### src/rtl/i2c_dbuf_pkg.sv
package i2c_dbuf_pkg;
  typedef enum logic {
    ORD_MSB_FIRST = 1'b0,
    ORD_LSB_FIRST = 1'b1
  } bit_order_e;

  typedef enum logic {
    DIR_TX = 1'b0,
    DIR_RX = 1'b1
  } dir_e;
endpackage

### src/rtl/i2c_dbuf_shift.sv
module i2c_dbuf_shift
  import i2c_dbuf_pkg::*;
#(
  parameter int DATA_W = 8,
  parameter int LEN_W  = $clog2(DATA_W),
  parameter int CNT_W  = $clog2(DATA_W + 1)
) (
  input  logic              clk,
  input  logic              rst_n,
  input  logic              en,
  input  dir_e              dir,
  input  bit_order_e        order,
  input  logic [LEN_W-1:0]  frame_len,
  input  logic              wr_ok,
  input  logic [DATA_W-1:0] wr_data,
  input  logic              bit_strobe,
  input  logic              sda_in,
  input  logic              frame_done,
  input  logic              stall,
  output logic              sda_out,
  output logic [DATA_W-1:0] shift_q,
  output logic [DATA_W-1:0] frame_word
);

  // Length field 0 stands for a full-width frame.
  function automatic logic [CNT_W-1:0] len_decode(input logic [LEN_W-1:0] f);
    return (f == '0) ? CNT_W'(DATA_W) : CNT_W'(f);
  endfunction

  // Keep only the received bits: low end for MSB-first, high end for LSB-first.
  function automatic logic [DATA_W-1:0] rx_justify(input logic [DATA_W-1:0] raw,
                                                   input logic [CNT_W-1:0]  nbits,
                                                   input bit_order_e        ord);
    logic [DATA_W-1:0] r;
    for (int i = 0; i < DATA_W; i++) begin
      if (ord == ORD_LSB_FIRST) r[i] = (i >= DATA_W - int'(nbits)) ? raw[i] : 1'b0;
      else                      r[i] = (i < int'(nbits))           ? raw[i] : 1'b0;
    end
    return r;
  endfunction

  // The bit leaving next sits at the end that is shifted first.
  function automatic logic tx_bit(input logic [DATA_W-1:0] raw, input bit_order_e ord);
    return (ord == ORD_LSB_FIRST) ? raw[0] : raw[DATA_W-1];
  endfunction

  logic [CNT_W-1:0] bit_cnt;
  logic [CNT_W-1:0] nbits_live;
  logic [LEN_W-1:0] len_q;
  bit_order_e       ord_q;
  logic             shift_fire;
  logic             done_ok;

  assign nbits_live = len_decode(frame_len);
  assign done_ok    = frame_done && !stall;
  assign shift_fire = en && bit_strobe && !stall && (bit_cnt < nbits_live);

  always_ff @(posedge clk or negedge rst_n) begin
    if (!rst_n) begin
      bit_cnt <= '0;
    end else if (!en || frame_done || wr_ok) begin
      bit_cnt <= '0;
    end else if (shift_fire) begin
      bit_cnt <= bit_cnt + 1'b1;
    end
  end

  // Frame shape captured at completion, used when a deferred frame moves later.
  always_ff @(posedge clk or negedge rst_n) begin
    if (!rst_n) begin
      len_q <= '0;
      ord_q <= ORD_MSB_FIRST;
    end else if (en && done_ok) begin
      len_q <= frame_len;
      ord_q <= order;
    end
  end

  // Data register: no defined reset value.
  always_ff @(posedge clk) begin
    if (wr_ok) begin
      shift_q <= wr_data;
    end else if (shift_fire) begin
      if (order == ORD_LSB_FIRST) shift_q <= {sda_in, shift_q[DATA_W-1:1]};
      else                        shift_q <= {shift_q[DATA_W-2:0], sda_in};
    end
  end

  assign sda_out    = tx_bit(shift_q, order);
  assign frame_word = done_ok ? rx_justify(shift_q, nbits_live, order)
                              : rx_justify(shift_q, len_decode(len_q), ord_q);

  logic unused_dir;
  assign unused_dir = (dir == DIR_RX);

endmodule

### src/rtl/i2c_dbuf_hold.sv
module i2c_dbuf_hold
  import i2c_dbuf_pkg::*;
#(
  parameter int DATA_W = 8
) (
  input  logic              clk,
  input  logic              rst_n,
  input  logic              en,
  input  dir_e              dir,
  input  logic              frame_done,
  input  logic              rd_ok,
  input  logic [DATA_W-1:0] frame_word,
  output logic [DATA_W-1:0] hold_q,
  output logic              hold_full,
  output logic              pending,
  output logic              xfer_direct,
  output logic              xfer_deferred,
  output logic              defer_set
);

  logic full_after_rd;
  logic rx_done;

  // A read that is not bringing in a deferred frame empties the holder.
  assign full_after_rd = hold_full && !(rd_ok && !pending);
  assign rx_done       = en && (dir == DIR_RX) && frame_done && !pending;
  assign xfer_direct   = rx_done && !full_after_rd;
  assign defer_set     = rx_done &&  full_after_rd;
  assign xfer_deferred = rd_ok && pending;

  always_ff @(posedge clk) begin
    if (xfer_direct || xfer_deferred) hold_q <= frame_word;
  end

  always_ff @(posedge clk or negedge rst_n) begin
    if (!rst_n) begin
      hold_full <= 1'b0;
      pending   <= 1'b0;
    end else if (!en) begin
      hold_full <= 1'b0;
      pending   <= 1'b0;
    end else begin
      if (xfer_direct || xfer_deferred) hold_full <= 1'b1;
      else if (rd_ok)                   hold_full <= 1'b0;
      if (defer_set)                    pending   <= 1'b1;
      else if (xfer_deferred)           pending   <= 1'b0;
    end
  end

endmodule

### src/rtl/i2c_dbuf.sv
module i2c_dbuf
  import i2c_dbuf_pkg::*;
#(
  parameter int DATA_W = 8,
  parameter int LEN_W  = $clog2(DATA_W)
) (
  input  logic              clk,
  input  logic              rst_n,
  input  logic              en,
  input  logic              rx_mode,
  input  logic              lsb_first,
  input  logic [LEN_W-1:0]  frame_len,
  input  logic              cpu_wr,
  input  logic [DATA_W-1:0] cpu_wdata,
  input  logic              cpu_rd,
  output logic [DATA_W-1:0] cpu_rdata,
  input  logic              bit_strobe,
  input  logic              sda_in,
  output logic              sda_out,
  input  logic              frame_done,
  output logic              hold_full
);

  localparam int CNT_W = $clog2(DATA_W + 1);

  dir_e              dir;
  bit_order_e        order;
  logic              rd_ok;
  logic              wr_ok;
  logic              pending;
  logic              xfer_direct;
  logic              xfer_deferred;
  logic              defer_set;
  logic [DATA_W-1:0] shift_q;
  logic [DATA_W-1:0] hold_q;
  logic [DATA_W-1:0] frame_word;

  assign dir   = rx_mode   ? DIR_RX : DIR_TX;
  assign order = lsb_first ? ORD_LSB_FIRST : ORD_MSB_FIRST;
  assign rd_ok = en && cpu_rd;
  assign wr_ok = en && cpu_wr;

  i2c_dbuf_shift #(.DATA_W(DATA_W), .LEN_W(LEN_W), .CNT_W(CNT_W)) u_shift (
    .clk        (clk),
    .rst_n      (rst_n),
    .en         (en),
    .dir        (dir),
    .order      (order),
    .frame_len  (frame_len),
    .wr_ok      (wr_ok),
    .wr_data    (cpu_wdata),
    .bit_strobe (bit_strobe),
    .sda_in     (sda_in),
    .frame_done (frame_done),
    .stall      (pending),
    .sda_out    (sda_out),
    .shift_q    (shift_q),
    .frame_word (frame_word)
  );

  i2c_dbuf_hold #(.DATA_W(DATA_W)) u_hold (
    .clk           (clk),
    .rst_n         (rst_n),
    .en            (en),
    .dir           (dir),
    .frame_done    (frame_done),
    .rd_ok         (rd_ok),
    .frame_word    (frame_word),
    .hold_q        (hold_q),
    .hold_full     (hold_full),
    .pending       (pending),
    .xfer_direct   (xfer_direct),
    .xfer_deferred (xfer_deferred),
    .defer_set     (defer_set)
  );

  assign cpu_rdata = rd_ok ? hold_q : '0;

endmodule

### config.mk
export PLATFORM = sky130hd
export DESIGN_NAME = i2c_dbuf
export DESIGN_NICKNAME = d
export VERILOG_FILES = /design/src/rtl/i2c_dbuf_pkg.sv /design/src/rtl/i2c_dbuf_shift.sv /design/src/rtl/i2c_dbuf_hold.sv /design/src/rtl/i2c_dbuf.sv
export SDC_FILE = /design/constraint.sdc
export NUM_CORES = 1
export LEC_CHECK = 0
export BUFFER_PORTS_ARGS = -buffer_cell sky130_fd_sc_hd__buf_2
export CORE_UTILIZATION = 40
export DETAILED_ROUTE_END_ITERATION = 7
export GPL_ROUTABILITY_DRIVEN = 0
export GPL_TIMING_DRIVEN = 0
export PLACE_DENSITY = 0.62
export SYNTH_ARGS = -nofsm -noshare
export SYNTH_HDL_FRONTEND = slang
export SYNTH_SLANG_ARGS = --single-unit
export TNS_END_PERCENT = 30
### constraint.sdc
create_clock -name clk -period 4.1 [get_ports clk]
set_input_delay 1.025 -clock clk [delete_from_list [all_inputs] [get_ports clk]]
set_output_delay 1.025 -clock clk [all_outputs]
set_load 0.02 [all_outputs]
Yosys cells after proc, flatten, opt, wreduce, memory -nomap -nowiden
Index checks and enable logic that the tools add are counted.
- $add $sub $neg: 3
- magnitude comparators: 33
- eq/ne operators: 2
- multiplexer cells: 66
- reductions and logical operators: 26
- operators by type and width (cell ; number):
    4-bit by 32-bit greater-or-equal comparator with 1-bit output (first input constant) ; 8
    3-bit by 32-bit greater-or-equal comparator with 1-bit output (first input constant) ; 4
    1-bit by 32-bit greater-or-equal comparator with 1-bit output (first input constant) ; 2
    2-bit by 32-bit greater-or-equal comparator with 1-bit output (first input constant) ; 2
    1-bit two-way mux ; 57
    8-bit two-way mux ; 5
    3-bit by 4-bit < comparator with 1-bit output (first input constant) ; 8
    1-bit by 4-bit < comparator with 1-bit output (first input constant) ; 4
    2-bit by 4-bit < comparator with 1-bit output (first input constant) ; 4
    4-bit two-way mux ; 4
    1-bit logical AND ; 15
    4-bit by 4-bit subtractor with 5-bit output (first input constant) ; 2
    3-bit zero test ; 2
    3-bit by 1-bit inequality test with 1-bit output (second input constant) ; 2
    4-bit by 1-bit adder with 4-bit output (second input constant) ; 1
    1-bit zero test ; 4
    4-bit < comparator ; 1
    2-bit nonzero test ; 2
    1-bit logical OR ; 3
- flip-flop bits (word level): 26
- bits of input ports: 21
- output and inout port bits: 10
- logic and storage cells: 137

Logic depth before layout (Yosys ltp)
Gate-level depths: netlist (run 1).
- depth in word-level cells: 9
- mapped depth: 8
- gate-level depth less buffers: 7

By module
A second synthesis (run 1) with hierarchy kept.
- cell total of the unflattened synthesis: 198
- area, all modules: 1840.5 sq um
- modules (own cells, without submodules) (module ; times used ; cells an instance ; area each (sq um) ; sequential area each (sq um)):
    i2c_dbuf_shift ; 1 ; 163 ; 1400.1 ; 440.4
    i2c_dbuf_hold ; 1 ; 25 ; 375.4 ; 290.3
    i2c_dbuf ; 1 ; 10 ; 65.1 ; 0.0

Worst setup path after synthesis (run 1)
Ideal clock, no wire load.
- path type: input to output
- start: input lsb_first
- end: output sda_out
- arrival: 1.974 ns
- required time: 3.075 ns
- path slack: 1.101 ns
- stages: 3
- path buffers: 2
- cell sequence: clkbuf_1 > buf_2 > mux2_2
- cells in the longest elaborated chain, start to end: 2
- RTL lines (what ; line ; source):
    start: declaration ; i2c_dbuf.sv:11 ; input logic lsb_first,
    1-bit two-way mux ; i2c_dbuf.sv:39 ; assign order = lsb_first ? ORD_LSB_FIRST : ORD_MSB_FIRST;
    1-bit two-way mux ; i2c_dbuf_shift.sv:44 ; return (ord == ORD_LSB_FIRST) ? raw[0] : raw[DATA_W-1];
    end: declaration ; i2c_dbuf.sv:19 ; output logic sda_out,
No other way between the ends.

Worst setup path after layout (run 1)
Same ends and word-level chain as after synthesis.

==> metrics.yaml, run 1 <==
outcome:
  outcome: "complete, no violations"
power:
  ir_drop_v: 0.000140
  leakagePower_nw: 0.914
  fin_total_pwr_w: 0.000610
  cellPowerDensity_nw_per_um2: 300
floorplanning:
  initial_core_util_pct: 43.1
  num_rows: 23
  core_um2: 4140
  die_height_um: 68.8
  io_pins: 31
  die-area_um2: 4740
  die_w_um: 68.8
grt:
  track_usage_pct: 17.8
  grt_remaining_overflow: 0
  grt_pass1_wl_um: 6130
  antenna_found_initial: 0
  grt_max_degree: 15
  grt_pass1_vias: 1288
run:
  drv_cap: 0
sta:
  setup_violations: 0
  finalCriticalPeriod_ps: 3230
  slew_headroom_pct: 26.0
  clock.fmax_mhz: 309
  tightest_slew_ps: 1110
  maxSlewViolCount: 0
  fin_skew_ps: 8.07
  hold_viol: 0
  rsz0062_at_grt: "false"
  period_share_pct: 78.9
  tns_ps: 0
synthesis:
  postSynth.asyncResetShare_pct: 38.5
  netlist_instances: 197
  avgSynthCellArea_um2: 9.07
  synth.net_count: 230
  synth_top_cell_area_share_pct: 26.9
  ys_types: 40
  synth_ff_type: "edfxtp_1"
  synth_area_leaders: "edfxtp_1, dfrtp_1, ha_1"
  synth_largest_area_cell: "edfxtp_1"
  synth_seq_cells: 26
  ys_warn_count: 0
  ys_seq_area_share_pct: 40.9
  synth-edff-count: 16
  syn_area_um2: 1790
cells_and_area:
  area_growth_pct: 13.9
  nNetsFinal: 263
  drive_above_1_share_pct: 16.2
  utilization_pct: 49.1
  antenna_cells: 0
route:
  wl_per_cell_um: 13.7
  ant_nets: 0
  firstDrtPassIters: 4
  drcViolationCount: 0
  via_per_inst: 5.39
  wl_um: 3810
  num_vias: 1505
  drtIter0Drc: 74
setup_path:
  worstSetupStartpoint: "lsb_first"
  crit_top_cell: "buf_2"
  endpoint_kind: "output pin"
  path_buf_inv: 3
  slowest_delay_ps: 370
  r2r-start: "u_shift.len_q[1]"
  startpoint_type: "primary input"
  worstPathRequired_ps: 3070
  crit_slowest_cell: "mux2_2"
  crit_arrival_ps: 2210
  worst-path-max-fanout: 10
  cp_top_family: "buffers and inverters"
  critPathKind: "in2out"
  crit_chain: "clkbuf_1, buf_2, mux2_2, buf_2"
clocking:
  hold_buffers: 0
  insertion_delay_ps: 270
  clockBufferDepth: 2
  ctsResizeCount: 0
  cts_setup_buffers: 0
  cts.clk_slew.worst_paths_ps: 90
  htree_levels: 1
  cts_sinks: 26
  cts-root-buf: "clkbuf_8"
  cts_tree: "done"
  cts_buffers: 3
placement:
  io_buffers: 28
  dp_hpwl_um: 3010
min_path:
  hold_class: "reg2reg"
  worstHoldStart: "u_shift.bit_cnt[3]"
## state kept, by name, indices dropped and copies added (netlist names)
name              count
u_hold.hold_full      1
u_hold.hold_q         8
u_shift.bit_cnt       4
u_hold.pending        1
u_shift.shift_q       8
u_shift.len_q         3
u_shift.ord_q         1
## cells in the mapped netlist (2+ instances only)
cell type  number
inv_1           8
nand2_1        22
a311oi_1        2
o21ai_0        22
o21a_1          2
edfxtp_1       16
clkbuf_1       13
nand2b_1        6
o211ai_1        3
or2b_1          2
nor3_1          2
a21oi_1        14
and3_1         10
mux2i_1         9
nor2_1         11
nor2b_1         2
o21bai_1        2
nor3b_1         2
ha_1           12
xor2_1          2
o31ai_1         2
nand3_1         4
a21boi_0        2
a211oi_1        2
dfrtp_1        10
## placed cells by master, fill, tap and decap left out, types with 2 or more instances in the layout
cell type,instances
a311oi_1,2
nor2b_1,2
buf_2,29
or2b_1,2
ha_1,12
a21boi_0,2
nand3_1,4
and3_1,10
nor3_1,2
xor2_1,2
clkbuf_1,13
o21a_1,2
o21bai_1,2
o21ai_0,22
inv_1,8
a21oi_1,14
o31ai_1,2
mux2i_1,9
nor3b_1,2
nand2_1,22
clkbuf_8,3
nand2b_1,6
dfrtp_1,10
edfxtp_1,16
o211ai_1,3
a211oi_1,2
nor2_1,11
## metrics by stage
step	instances	worst slack [ps]	hold slack (ps)	area [um^2]
CTS	279	865	575	2030
detailed placement	275	868	562	1990
global route	279	783	607	2030
floorplan	197	1100	527	1790
finish	279	867	567	2030
global placement	275	871	558	1990
## layout make-up
type / count / area, um^2
buffer: 15 / 62.6
fill: 422 / 2110
sequential: 26 / 731
inverter: 8 / 30.0
clock buffer: 3 / 41.3
multi-input combinational: 148 / 963
timing repair buffer: 28 / 140
clock inverter: 1 / 3.75
tap: 50 / 62.6
## worst register-to-register path: cells and delay by family (launching register included)
family	cells	cell delay [ps]
flip-flops	1	330
AO/OA/AOI/OAI	3	540
AND/OR/NAND/NOR	1	140
adder cells (fa/ha/maj)	1	330
buffers and inverters	2	440
## worst paths after layout
path                                      end  slack (ps)  cells after the start
hold / removal             u_shift.bit_cnt[3]         570                      2
min in group asynchronous  u_shift.bit_cnt[0]         600                      1
setup reg to reg             u_hold.hold_q[1]        2040                      7
hold reg to reg            u_shift.bit_cnt[3]         570                      2
setup / recovery                      sda_out         870                      4
max in group asynchronous      u_hold.pending        3300                      1
## kinds of logic after synthesis
group           after synthesis  share of synthesized area [%]
xor+xnor                      2                          0.981
mux                          10                           5.67
flops                        26                           40.9
fa+ha+maj                    12                           8.40
buf+inv                      23                           5.18
compound gates               57                           19.6
simple gates                 67                           19.3
## power by group
part,leakage [nW],switching [W],internal (W)
clock,0.0231,0.0000791,0.0000671
combinational,0.605,0.0000913,0.0000595
sequential,0.286,0.0000124,0.000301
total,0.914,0.000183,0.000427
## per-layer routing
layer	up-vias	GRT usage (%)	wire, um
met3	4	2.96	189
li1	770	-	-
met1	689	24.6	1900
met5	-	0	0
met2	42	29.3	1700
met4	0	3.83	30
(Power assumes the default switching activity.)
==> run 2: changes to the inputs <==
- PLACE_DENSITY: 0.62 -> 0.65
- clock period: 4.1 -> 2.65 ns (I/O delays scaled with it)
==> run 2 against run 1 <==
Sequential power is 55% higher. Clock power increased by 56%. Non-clock buffer count is the same. Register-to-register slack lost 1300 ps. Final area is the same. Global-route usage down 0.40 points. Sequential cell count stayed put. Clock skew shrank 4.9 ps. Die area did not move. Combinational power is 52% higher. Via count shrank 2.0%. Critical path depth unchanged.
==> metrics.yaml, run 2 (synthesis results as in run 1) <==
outcome:
  outcome: "complete, no violations"
grt:
  grt_remaining_overflow: 0
  gr-usage-met1_pct: 26.0
  antenna_found_initial: 0
  grt_max_degree: 15
  gr-usage-met2_pct: 26.1
  track_usage_pct: 17.4
  grt_util_met3_pct: 2.47
  grt_pass1_vias: 1243
  grt-busiest-layer: "met2"
  grt_pass1_wl_um: 5990
power:
  cellPowerDensity_nw_per_um2: 464
  leakagePower_nw: 0.914
  ir_drop_v: 0.000185
  fin_total_pwr_w: 0.000943
run:
  drv_cap: 0
clocking:
  insertion_delay_ps: 270
  clockBufferDepth: 2
  cts_tree: "done"
  htree_levels: 1
  hold_buffers: 0
  cts_sinks: 26
  cts.clk_slew.worst_paths_ps: 90
  cts_setup_buffers: 0
  cts_buffers: 3
  ctsResizeCount: 0
  cts-root-buf: "clkbuf_8"
sta:
  tns_ps: 0
  fin_skew_ps: 3.20
  setup_violations: 0
  finalCriticalPeriod_ps: 2520
  clock.fmax_mhz: 396
  maxSlewViolCount: 0
  slew_headroom_pct: 24.2
  period_share_pct: 95.2
  tightest_slew_ps: 1130
  rsz0062_at_grt: "false"
  hold_viol: 0
setup_path:
  endpoint: "sda_out"
  worst-path-max-fanout: 10
  rr_worst_depth: 3
  worstPathRequired_ps: 1990
  r2r_setup_slack_ps: 700
  endpoint_kind: "output pin"
  crit_arrival_ps: 1860
  r2r-start: "u_hold.pending"
  worstSetupStartpoint: "lsb_first"
  critPathKind: "in2out"
  reg2reg_to: "u_hold.hold_q[5]"
  startpoint_type: "primary input"
cells_and_area:
  area_growth_pct: 13.9
  final_common_cell: "buf_2"
  nNetsFinal: 263
  final_cell_mix: "buf_2, o21ai_0, nand2_1, edfxtp_1, a21oi_1"
  reg_top3: "u_hold.hold_q: 8 flops, u_shift.shift_q: 8 flops, u_shift.bit_cnt: 4 flops"
  design_area_um2: 2030
  antenna_cells: 0
  utilization_pct: 49.1
  drive_above_1_share_pct: 16.2
floorplanning:
  num_rows: 23
  die_w_um: 68.8
  io_pins: 31
  die-area_um2: 4740
  core_um2: 4140
  initial_core_util_pct: 43.1
  die_height_um: 68.8
placement:
  dp_hpwl_um: 2950
  postPlaceCellArea_um2: 1990
  io_buffers: 28
route:
  firstDrtPassIters: 4
  wl_per_cell_um: 13.7
  wl_um: 3820
  num_vias: 1475
  ant_nets: 0
  drcViolationCount: 0
  via_per_inst: 5.29
  drtIter0Drc: 97
min_path:
  hold_class: "in2async"
-- run 2: cell counts in the layout (fill, tap and decap cells not counted) --
Identical to the previous run, type by type.
-- run 2: power by group --
group          leakage [nW]  switching [W]  internal [W]
logic                 0.605       0.000139     0.0000913
registers             0.286      0.0000193      0.000465
clock network        0.0231       0.000124      0.000104
total                 0.914       0.000283      0.000661
-- run 2: worst min path at each step --
stage / end / slack [ps]
global placement: u_shift.bit_cnt[0] / 540
CTS: u_shift.bit_cnt[0] / 250
detailed placement: u_shift.bit_cnt[0] / 540
floorplan: u_hold.hold_full / 370
global route: u_shift.bit_cnt[2] / 250
finish: u_shift.bit_cnt[0] / 240
-- run 2: layout make-up --
cell class | count | area [um^2]
plain buffers | 15 | 62.6
clock buffers | 3 | 41.3
clock inverters | 1 | 3.75
fillers | 411 | 2110
inverters | 8 | 30.0
multi-input cells | 148 | 963
flip-flops and latches | 26 | 731
well taps | 50 | 62.6
repair buffers | 28 | 140
-- run 2: layer usage --
layer  up-vias  part of all wire, %
met4         0                 0.58
li1        768                    -
met2        37                   44
met5         -                    0
met3         2                  5.0
met1       668                   50
-- run 2: worst max-delay path, cell delays in order --
cell	delay, ps
clkbuf_1	320
buf_2	360
mux2_2	360
buf_2	160
-- run 2: stage by stage --
step | hold slack [ps] | worst slack, ps | std cells
6_report | 241 | 126 | 279
5_1_grt | 252 | 5.04 | 279
4_1_cts | 248 | 137 | 279
3_5_place_dp | 542 | -89.8 | 275
3_3_place_gp | 539 | -46.2 | 275
2_1_floorplan | 367 | 259 | 197
==> run 3: changes to the inputs <==
- CTS_BUF_LIST: not set -> sky130_fd_sc_hd__clkbuf_4
==> run 3 against run 2 <==
First-iteration DRC count rose by 20%. Highest routed layer unchanged. Critical path type unchanged. Register-to-register slack hardly changed. Clock-buffer cell count unchanged. Critical endpoint unchanged.
==> metrics.yaml, run 3 (synthesis results as in run 1) <==
outcome:
  outcome: "complete, no violations"
cells_and_area:
  design_area_um2: 2020
  fillers: 414
  nNetsFinal: 263
  layout.cells.non_filler: 279
  drive_above_1_share_pct: 16.2
  antenna_cells: 0
  final_common_cell: "buf_2"
  reg_top3: "u_hold.hold_q: 8 flops, u_shift.shift_q: 8 flops, u_shift.bit_cnt: 4 flops"
  area_growth_pct: 12.8
  final_cell_mix: "buf_2, o21ai_0, nand2_1, edfxtp_1, a21oi_1"
clocking:
  hold_buffers: 0
  cts_buffers: 3
  cts_tree: "done"
  ctsResizeCount: 0
  cts.clk_slew.worst_paths_ps: 140
  cts_setup_buffers: 0
  cts-root-buf: "clkbuf_4"
  clockBufferDepth: 2
  htree_levels: 1
  insertion_delay_ps: 320
  cts_sinks: 26
setup_path:
  crit_arrival_ps: 1850
  startpoint_type: "primary input"
  worstPathRequired_ps: 1990
  worst-path-max-fanout: 10
  rr_worst_depth: 3
  critPathKind: "in2out"
  r2r_setup_slack_ps: 700
  endpoint_kind: "output pin"
  reg2reg_to: "u_hold.hold_q[2]"
  r2r-start: "u_hold.pending"
sta:
  maxSlewViolCount: 0
  slew_headroom_pct: 23.0
  rsz0062_at_grt: "false"
  finalCriticalPeriod_ps: 2510
  hold_viol: 0
  clock.fmax_mhz: 398
  worst_hold_slack_ps: 171
  fin_skew_ps: 4.84
  tightest_slew_ps: 1150
  setup_violations: 0
  period_share_pct: 94.9
power:
  power_frac_clock_pct: 20.0
  leakagePower_nw: 0.906
  internal_power_w: 0.000612
  p_seq_share_pct: 54.3
  power_frac_comb_pct: 25.7
  cellPowerDensity_nw_per_um2: 443
  ir_drop_v: 0.000152
  switchingPower_w: 0.000281
  swShare_pct: 31.4
  fin_total_pwr_w: 0.000893
placement:
  dp.cells: 275
  postPlaceCellArea_um2: 1990
  io_buffers: 28
  dp_hpwl_um: 2950
floorplanning:
  die-area_um2: 4740
  core_um2: 4140
  die_w_um: 68.8
  die_height_um: 68.8
  initial_core_util_pct: 43.1
  io_pins: 31
  num_rows: 23
route:
  ant_nets: 0
  via_per_inst: 5.30
  drtIter0Drc: 116
  firstDrtPassIters: 4
  wl_per_cell_um: 13.5
  wl_um: 3770
  drcViolationCount: 0
  num_vias: 1479
grt:
  grt_max_degree: 15
  antenna_found_initial: 0
  grt_pass1_vias: 1243
  grt_remaining_overflow: 0
  track_usage_pct: 17.3
  grt_pass1_wl_um: 5930
run:
  drv_cap: 0
min_path:
  hold_class: "in2async"
-- run 3: changes by cell type in the layout (fill, tap and decap cells not counted) --
cell      change
clkbuf_4      +3
clkbuf_8      -3
-- run 3: how the worst max path moves through the flow --
stage / endpoint / from / slack [ps] / depth (start not counted)
finish: sda_out / lsb_first / 140 / 4
detailed placement: u_shift.shift_q[6] / frame_len[2] / -90 / 7
floorplan: u_shift.shift_q[0] / frame_len[2] / 260 / 7
CTS: sda_out / lsb_first / 140 / 4
global placement: u_shift.shift_q[7] / frame_len[2] / -50 / 7
global route: sda_out / lsb_first / 50 / 4
-- run 3: metal layers --
layer / up-vias / track usage (%) / routed length, um
li1: 772 / - / -
met1: 662 / 25.8 / 1900
met2: 41 / 25.9 / 1650
met3: 4 / 2.47 / 188
met4: 0 / 4.59 / 36
met5: - / 0 / 0
-- run 3: area by class of cell --
type,instances,area [um^2],area share (%)
Multi-Input combinational cell,148,963,47.8
Sequential cell,26,731,36.3
Timing Repair Buffer,28,140,6.95
Buffer,15,62.6,3.10
Tap cell,50,62.6,3.10
Inverter,8,30.0,1.49
Clock buffer,3,22.5,1.12
Clock inverter,1,3.75,0.186
-- run 3: metrics by stage --
stage / setup slack (ps) / util (%) / TNS [ps]
detailed placement: -89.8 / 48.0 / -717
global route: 54.3 / 48.6 / 0
global placement: -46.2 / 48.0 / -367
CTS: 137 / 48.6 / 0
finish: 135 / 48.6 / 0
floorplan: 259 / - / 0
-- run 3: power groups by stage --
stage / Combinational [W] / Sequential (W) / Clock (W)
CTS: 0.000230 / 0.000485 / 0.000181
finish: 0.000229 / 0.000485 / 0.000178
global route: 0.000258 / 0.000488 / 0.000200
global placement: 0.000226 / 0.000493 / 0
detailed placement: 0.000229 / 0.000494 / 0
floorplan: 0.000165 / 0.000487 / 0
-- run 3: worst max-delay path, stage by stage --
cell and delay (ps):
clkbuf_1 310, buf_2 360, mux2_2 360, buf_2 160
